`config.mk`:
```
export PLATFORM = sky130hd
export DESIGN_NAME = rv32_ctrl_decoder
export DESIGN_NICKNAME = d
export VERILOG_FILES = /design/src/rtl/rvc_pkg.sv /design/src/rtl/rvc_classify.sv /design/src/rtl/rvc_branch_eval.sv /design/src/rtl/rvc_field_gen.sv /design/src/rtl/rv32_ctrl_decoder.sv
export SDC_FILE = /design/constraint.sdc
export NUM_CORES = 1
export LEC_CHECK = 0
export BUFFER_PORTS_ARGS = -buffer_cell sky130_fd_sc_hd__buf_2
export CORE_AREA = 2 2 39 41
export DETAILED_ROUTE_END_ITERATION = 16
export DIE_AREA = 0 0 41 43
export PLACE_DENSITY = 0.73
export SETUP_SLACK_MARGIN = 0.05
export SLEW_MARGIN = 20
export SYNTH_ARGS = -nofsm -noshare
export SYNTH_HDL_FRONTEND = slang
export SYNTH_SLANG_ARGS = --single-unit
```
`constraint.sdc`:
```
create_clock -name vclk -period 1.2
set_input_delay 0 -clock vclk [all_inputs]
set_output_delay 0 -clock vclk [all_outputs]
set_load 0.03 [all_outputs]
```
`src/rtl/rvc_pkg.sv`:
```
package rvc_pkg;
  localparam int OP_W    = 5;
  localparam int F3_W    = 3;
  localparam int IMM_W   = 3;
  localparam int ALU_W   = 4;
  localparam int WB_W    = 2;
  localparam int WORD_W  = 1 + IMM_W + 1 + 1 + 1 + ALU_W + 1 + 1 + WB_W;

  localparam logic [OP_W-1:0] OP_LOAD   = 5'b00000;
  localparam logic [OP_W-1:0] OP_IMM    = 5'b00100;
  localparam logic [OP_W-1:0] OP_AUIPC  = 5'b00101;
  localparam logic [OP_W-1:0] OP_STORE  = 5'b01000;
  localparam logic [OP_W-1:0] OP_REG    = 5'b01100;
  localparam logic [OP_W-1:0] OP_LUI    = 5'b01101;
  localparam logic [OP_W-1:0] OP_BRANCH = 5'b11000;
  localparam logic [OP_W-1:0] OP_JALR   = 5'b11001;
  localparam logic [OP_W-1:0] OP_JAL    = 5'b11011;

  localparam logic [IMM_W-1:0] IMM_NONE = 3'd0;
  localparam logic [IMM_W-1:0] IMM_I    = 3'd1;
  localparam logic [IMM_W-1:0] IMM_S    = 3'd2;
  localparam logic [IMM_W-1:0] IMM_B    = 3'd3;
  localparam logic [IMM_W-1:0] IMM_U    = 3'd4;
  localparam logic [IMM_W-1:0] IMM_J    = 3'd5;

  localparam logic [ALU_W-1:0] ALU_ADD  = 4'd0;
  localparam logic [ALU_W-1:0] ALU_SUB  = 4'd1;
  localparam logic [ALU_W-1:0] ALU_SLL  = 4'd2;
  localparam logic [ALU_W-1:0] ALU_SLT  = 4'd3;
  localparam logic [ALU_W-1:0] ALU_SLTU = 4'd4;
  localparam logic [ALU_W-1:0] ALU_XOR  = 4'd5;
  localparam logic [ALU_W-1:0] ALU_SRL  = 4'd6;
  localparam logic [ALU_W-1:0] ALU_SRA  = 4'd7;
  localparam logic [ALU_W-1:0] ALU_OR   = 4'd8;
  localparam logic [ALU_W-1:0] ALU_AND  = 4'd9;
  localparam logic [ALU_W-1:0] ALU_PASSB = 4'd10;

  localparam logic [WB_W-1:0] WB_MEM  = 2'd0;
  localparam logic [WB_W-1:0] WB_ALU  = 2'd2;
  localparam logic [WB_W-1:0] WB_LINK = 2'd3;

  typedef enum logic [3:0] {
    CLS_ILLEGAL, CLS_ALU_R, CLS_ADDI, CLS_LOAD, CLS_STORE,
    CLS_BRANCH, CLS_JALR, CLS_JAL, CLS_AUIPC, CLS_LUI
  } inst_cls_e;

  typedef struct packed {
    logic             pc_sel;
    logic [IMM_W-1:0] imm_sel;
    logic             br_un;
    logic             a_sel;
    logic             b_sel;
    logic [ALU_W-1:0] alu_sel;
    logic             mem_we;
    logic             reg_we;
    logic [WB_W-1:0]  wb_sel;
  } ctrl_word_t;
endpackage

```
`src/rtl/rvc_classify.sv`:
```
module rvc_classify
  import rvc_pkg::*;
(
  input  logic [OP_W-1:0] op_hi_i,
  input  logic [F3_W-1:0] funct3_i,
  input  logic            alt_i,
  output inst_cls_e       cls_o
);
  always_comb begin
    cls_o = CLS_ILLEGAL;
    unique case (op_hi_i)
      OP_REG:    if (!alt_i || funct3_i == 3'b000 || funct3_i == 3'b101) cls_o = CLS_ALU_R;
      OP_IMM:    if (funct3_i == 3'b000) cls_o = CLS_ADDI;
      OP_LOAD:   if (funct3_i == 3'b010) cls_o = CLS_LOAD;
      OP_STORE:  if (funct3_i == 3'b010) cls_o = CLS_STORE;
      OP_BRANCH: if (funct3_i[2:1] != 2'b01) cls_o = CLS_BRANCH;
      OP_JALR:   if (funct3_i == 3'b000) cls_o = CLS_JALR;
      OP_JAL:    cls_o = CLS_JAL;
      OP_AUIPC:  cls_o = CLS_AUIPC;
      OP_LUI:    cls_o = CLS_LUI;
      default:   cls_o = CLS_ILLEGAL;
    endcase
  end
endmodule

```
`src/rtl/rvc_branch_eval.sv`:
```
module rvc_branch_eval
  import rvc_pkg::*;
(
  input  inst_cls_e       cls_i,
  input  logic [F3_W-1:0] funct3_i,
  input  logic            br_eq_i,
  input  logic            br_lt_i,
  output logic            pc_sel_o,
  output logic            br_un_o
);
  logic cond;

  always_comb begin
    // funct3[2] picks lt vs eq, funct3[0] inverts, funct3[1] marks unsigned
    cond = funct3_i[2] ? br_lt_i : br_eq_i;
    if (funct3_i[0]) cond = !cond;
  end

  always_comb begin
    pc_sel_o = 1'b0;
    br_un_o  = 1'b0;
    unique case (cls_i)
      CLS_BRANCH: begin
        pc_sel_o = cond;
        br_un_o  = funct3_i[2] & funct3_i[1];
      end
      CLS_JAL, CLS_JALR: pc_sel_o = 1'b1;
      default: ;
    endcase
  end
endmodule

```
`src/rtl/rvc_field_gen.sv`:
```
module rvc_field_gen
  import rvc_pkg::*;
(
  input  inst_cls_e        cls_i,
  input  logic [F3_W-1:0]  funct3_i,
  input  logic             alt_i,
  output logic [IMM_W-1:0] imm_sel_o,
  output logic             a_sel_o,
  output logic             b_sel_o,
  output logic [ALU_W-1:0] alu_sel_o,
  output logic             mem_we_o,
  output logic             reg_we_o,
  output logic [WB_W-1:0]  wb_sel_o
);
  logic [ALU_W-1:0] r_op;

  always_comb begin
    unique case (funct3_i)
      3'b000:  r_op = alt_i ? ALU_SUB : ALU_ADD;
      3'b001:  r_op = ALU_SLL;
      3'b010:  r_op = ALU_SLT;
      3'b011:  r_op = ALU_SLTU;
      3'b100:  r_op = ALU_XOR;
      3'b101:  r_op = alt_i ? ALU_SRA : ALU_SRL;
      3'b110:  r_op = ALU_OR;
      default: r_op = ALU_AND;
    endcase
  end

  always_comb begin
    imm_sel_o = IMM_NONE;
    a_sel_o   = 1'b0;
    b_sel_o   = 1'b1;
    alu_sel_o = ALU_ADD;
    mem_we_o  = 1'b0;
    reg_we_o  = 1'b1;
    wb_sel_o  = WB_ALU;
    unique case (cls_i)
      CLS_ALU_R: begin b_sel_o = 1'b0; alu_sel_o = r_op; end
      CLS_ADDI:  imm_sel_o = IMM_I;
      CLS_LOAD:  begin imm_sel_o = IMM_I; wb_sel_o = WB_MEM; end
      CLS_JALR:  begin imm_sel_o = IMM_I; wb_sel_o = WB_LINK; end
      CLS_JAL:   begin imm_sel_o = IMM_J; a_sel_o = 1'b1; wb_sel_o = WB_LINK; end
      CLS_AUIPC: begin imm_sel_o = IMM_U; a_sel_o = 1'b1; end
      CLS_LUI:   begin imm_sel_o = IMM_U; alu_sel_o = ALU_PASSB; end
      CLS_STORE: begin
        imm_sel_o = IMM_S; mem_we_o = 1'b1; reg_we_o = 1'b0; wb_sel_o = WB_MEM;
      end
      CLS_BRANCH: begin
        imm_sel_o = IMM_B; a_sel_o = 1'b1; reg_we_o = 1'b0; wb_sel_o = WB_MEM;
      end
      default: begin
        b_sel_o = 1'b0; reg_we_o = 1'b0; wb_sel_o = WB_MEM;
      end
    endcase
  end
endmodule

```
`src/rtl/rv32_ctrl_decoder.sv`:
```
module rv32_ctrl_decoder
  import rvc_pkg::*;
(
  input  logic [4:0] op_hi_i,
  input  logic [2:0] funct3_i,
  input  logic       alt_i,
  input  logic       br_eq_i,
  input  logic       br_lt_i,
  output logic       pc_sel_o,
  output logic [2:0] imm_sel_o,
  output logic       br_un_o,
  output logic       a_sel_o,
  output logic       b_sel_o,
  output logic [3:0] alu_sel_o,
  output logic       mem_we_o,
  output logic       reg_we_o,
  output logic [1:0] wb_sel_o
);
  inst_cls_e  cls;
  ctrl_word_t word;

  rvc_classify u_cls (
    .op_hi_i (op_hi_i),
    .funct3_i(funct3_i),
    .alt_i   (alt_i),
    .cls_o   (cls)
  );

  rvc_branch_eval u_br (
    .cls_i   (cls),
    .funct3_i(funct3_i),
    .br_eq_i (br_eq_i),
    .br_lt_i (br_lt_i),
    .pc_sel_o(word.pc_sel),
    .br_un_o (word.br_un)
  );

  rvc_field_gen u_fld (
    .cls_i    (cls),
    .funct3_i (funct3_i),
    .alt_i    (alt_i),
    .imm_sel_o(word.imm_sel),
    .a_sel_o  (word.a_sel),
    .b_sel_o  (word.b_sel),
    .alu_sel_o(word.alu_sel),
    .mem_we_o (word.mem_we),
    .reg_we_o (word.reg_we),
    .wb_sel_o (word.wb_sel)
  );

  assign pc_sel_o  = word.pc_sel;
  assign imm_sel_o = word.imm_sel;
  assign br_un_o   = word.br_un;
  assign a_sel_o   = word.a_sel;
  assign b_sel_o   = word.b_sel;
  assign alu_sel_o = word.alu_sel;
  assign mem_we_o  = word.mem_we;
  assign reg_we_o  = word.reg_we;
  assign wb_sel_o  = word.wb_sel;

  always_comb begin
    assert_store_no_wb_R3: assert (!(word.mem_we && word.reg_we));
    assert_redirect_src_R6: assert (!word.pc_sel || cls inside {CLS_BRANCH, CLS_JAL, CLS_JALR});
    assert_unsigned_br_R5: assert (!word.br_un || cls == CLS_BRANCH);
    assert_safe_word_R7: assert (cls != CLS_ILLEGAL || word == '0);
    assert_link_wb_R2: assert (word.wb_sel != WB_LINK || cls inside {CLS_JAL, CLS_JALR});
  end
endmodule

```
==> metrics.txt <==
status=finished, violations left; failing checks=setup timing; Layout area overhead=112.9%; Crit Path Max Fanout=4; design area=just over 1000 um^2; routed vias=759; crit path cell chain=buf_8 > nor3_4 > and3_4 > nand2_1 > and4_4 > o31ai_2 > buf_4; Crit. End Element=output pin; cell taking the most area after synthesis=nand2_1; Syn Nets=86; Cell Count, Final, Fillers Out=between 100 and 150; crit path DAT=approximately 1.3 ns; met2 WL=roughly 1.1 mm; peak supply drop=~0.24 mV; I/O pin count=26; Die X=a little over 40 um; first-pass GRT wire length=~2.9 mm; max-slew violation count=0; Syn Inst Count=75; placed cell count=140; HPWL Detailed=approximately 1.4 mm; top post-synthesis cells by count=nand2_1 (12), o21ai_0 (6), nor2_1 (5); vias in the first global route=about 680; Min-Delay Endpoint=mem_we_o; Crit Path Category=primary input to output pin; max cap viols=0; Hold Crit Class=primary input to output pin; slowest cell delay on critical path=between 0.2 and 0.25 ns; Pwr Density=around 330 nW/um^2; met1 WL=around 790 um; std cell rows=14; area fraction of the dominant cell type after synthesis=9.449%; initial DRC count=12; Tmin final=roughly 1.2 ns; Yosys cell types=39; FF+latch area=0 um^2; core box area=between 1000 and 1500 um^2; worst hold stages=4; Tcrit/Tclk final=103.8%; PnR worst setup slack=-0.04540 ns; synthesized cell area=476.7 um^2; Crit-path slowest cell=nor3_4; RSZ-0062 raised after global routing=yes; Critical Path Start=op_hi_i[0]; WL/cell=between 10 and 15 um; CLK BUF=0; Area contributors post-synth=nand2_1 (9.4%), o21ai_0 (6.3%), buf_6 (4.7%); DP Worst Slack=-0.1494 ns; WL met3=roughly 58 um; I/O Buffers=26; cell with the most instances after synthesis=nand2_1; Max Used Layer=met4; n_diodes=0; initial antenna violation count=0; hold_sp=funct3_i[1]; Seq Cell Count=0; leakage=between 0.0005 and 0.0006 uW; post-synthesis sequential area ratio=0%; die height=between 40 and 50 um; Detail Route Antenna Nets=0; yosys warns=0; first-pass detailed-route iteration total=4; CP Data Required Time=1.20 ns; Final setup viols=3; total track usage=a little over a fifth; f_max=around 800 MHz; Die ar.=roughly 1800 um^2; Nets=142; worst slew pin tran=about 0.39 ns; fraction of layout cells with a size suffix above 1=between 60% and 70%; largest net degree at the start of global routing=8; GRT overflow=0; Final Hold Viols=0; initial core utilization=between 30 and 40%; Routed WL=1.927 mm; Hold-fix buffers, CTS=0; Mapped Avg Cell Area=approximately 6.4 um^2; Placed Area=a little over 800 um^2; DR DRC count=0; crit start category=primary input; relative slew slack=roughly three quarters; vias per cell=about 5.2; GP Congestion=between 0.8 and 0.9; setup TNS=-0.1106 ns
cell type report:
| type | count | area [um^2] |
|---|---|---|
| Inverter | 4 | 15.01 |
| Fill cell | 110 | 369.1 |
| Timing Repair Buffer | 59 | 452.9 |
| Tap cell | 16 | 20.02 |
| Multi-Input combinational cell | 66 | 526.8 |
report_power, final:
part	switching (uW)	internal, uW	leakage, uW	total (uW)
combinational	172	160	0.000510	332
clock	0	0	0	0
sequential	0	0	0	0
cells in the final DEF, fill, tap and decap left out, types with 3 or more instances in the layout:
cell type   n
o21ai_0     5
buf_2      11
nor2_4      3
buf_4      39
o21ai_2     4
nor2_1      3
buf_6       8
nand2_2     3
nand2_1    10
inv_1       4
a21oi_1     3
layer usage:
metal	track usage [%]	vias to the layer above
met4	2.000	0
li1	-	376
met1	30.89	358
met5	0	-
met3	0.5236	2
met2	36.88	23
critical path, delay by kind of cell:
kind / cells / cell delay (ns)
compound gates: 1 / 0.23
buf+inv: 2 / 0.29
simple gates: 4 / 0.73
worst max path at each step:
stage,to,slack [ns],cells after the start
after detailed placement,wb_sel_o[1],-0.15,7
after floorplan,wb_sel_o[1],-0.15,6
after CTS,alu_sel_o[1],-0.03,8
final,alu_sel_o[3],-0.05,7
after global routing,alu_sel_o[3],-0.12,7
after global placement,wb_sel_o[1],-0.1,7
what timing repair did:
action	in CTS	in global routing
endpoints found under the setup margin	5	9
pin swaps	9	2
endpoints found under the hold margin	0	0
buffers inserted	4	1
gates resized for setup	24	20
logic make-up (layout without fill, tap and decap cells):
group,Yosys count,after routing,synth area share (%)
AND/OR/NAND/NOR,40,40,47.77
AO/OA/AOI/OAI,21,21,30.18
buffers and inverters,9,63,12.07
XOR/XNOR,3,3,5.513
multiplexers,2,2,4.462
per-stage QoR:
step	power [uW]	util (%)	hold WS, ns
2_1_floorplan	168.6	-	0.1832
3_3_place_gp	267.7	59.86	0.4222
3_5_place_dp	273.9	59.86	0.4212
4_1_cts	304.7	67.54	0.4212
5_1_grt	355.5	73.33	0.4175
6_report	331.8	73.33	0.3966
No activity file was read; power rests on OpenSTA's default activity.
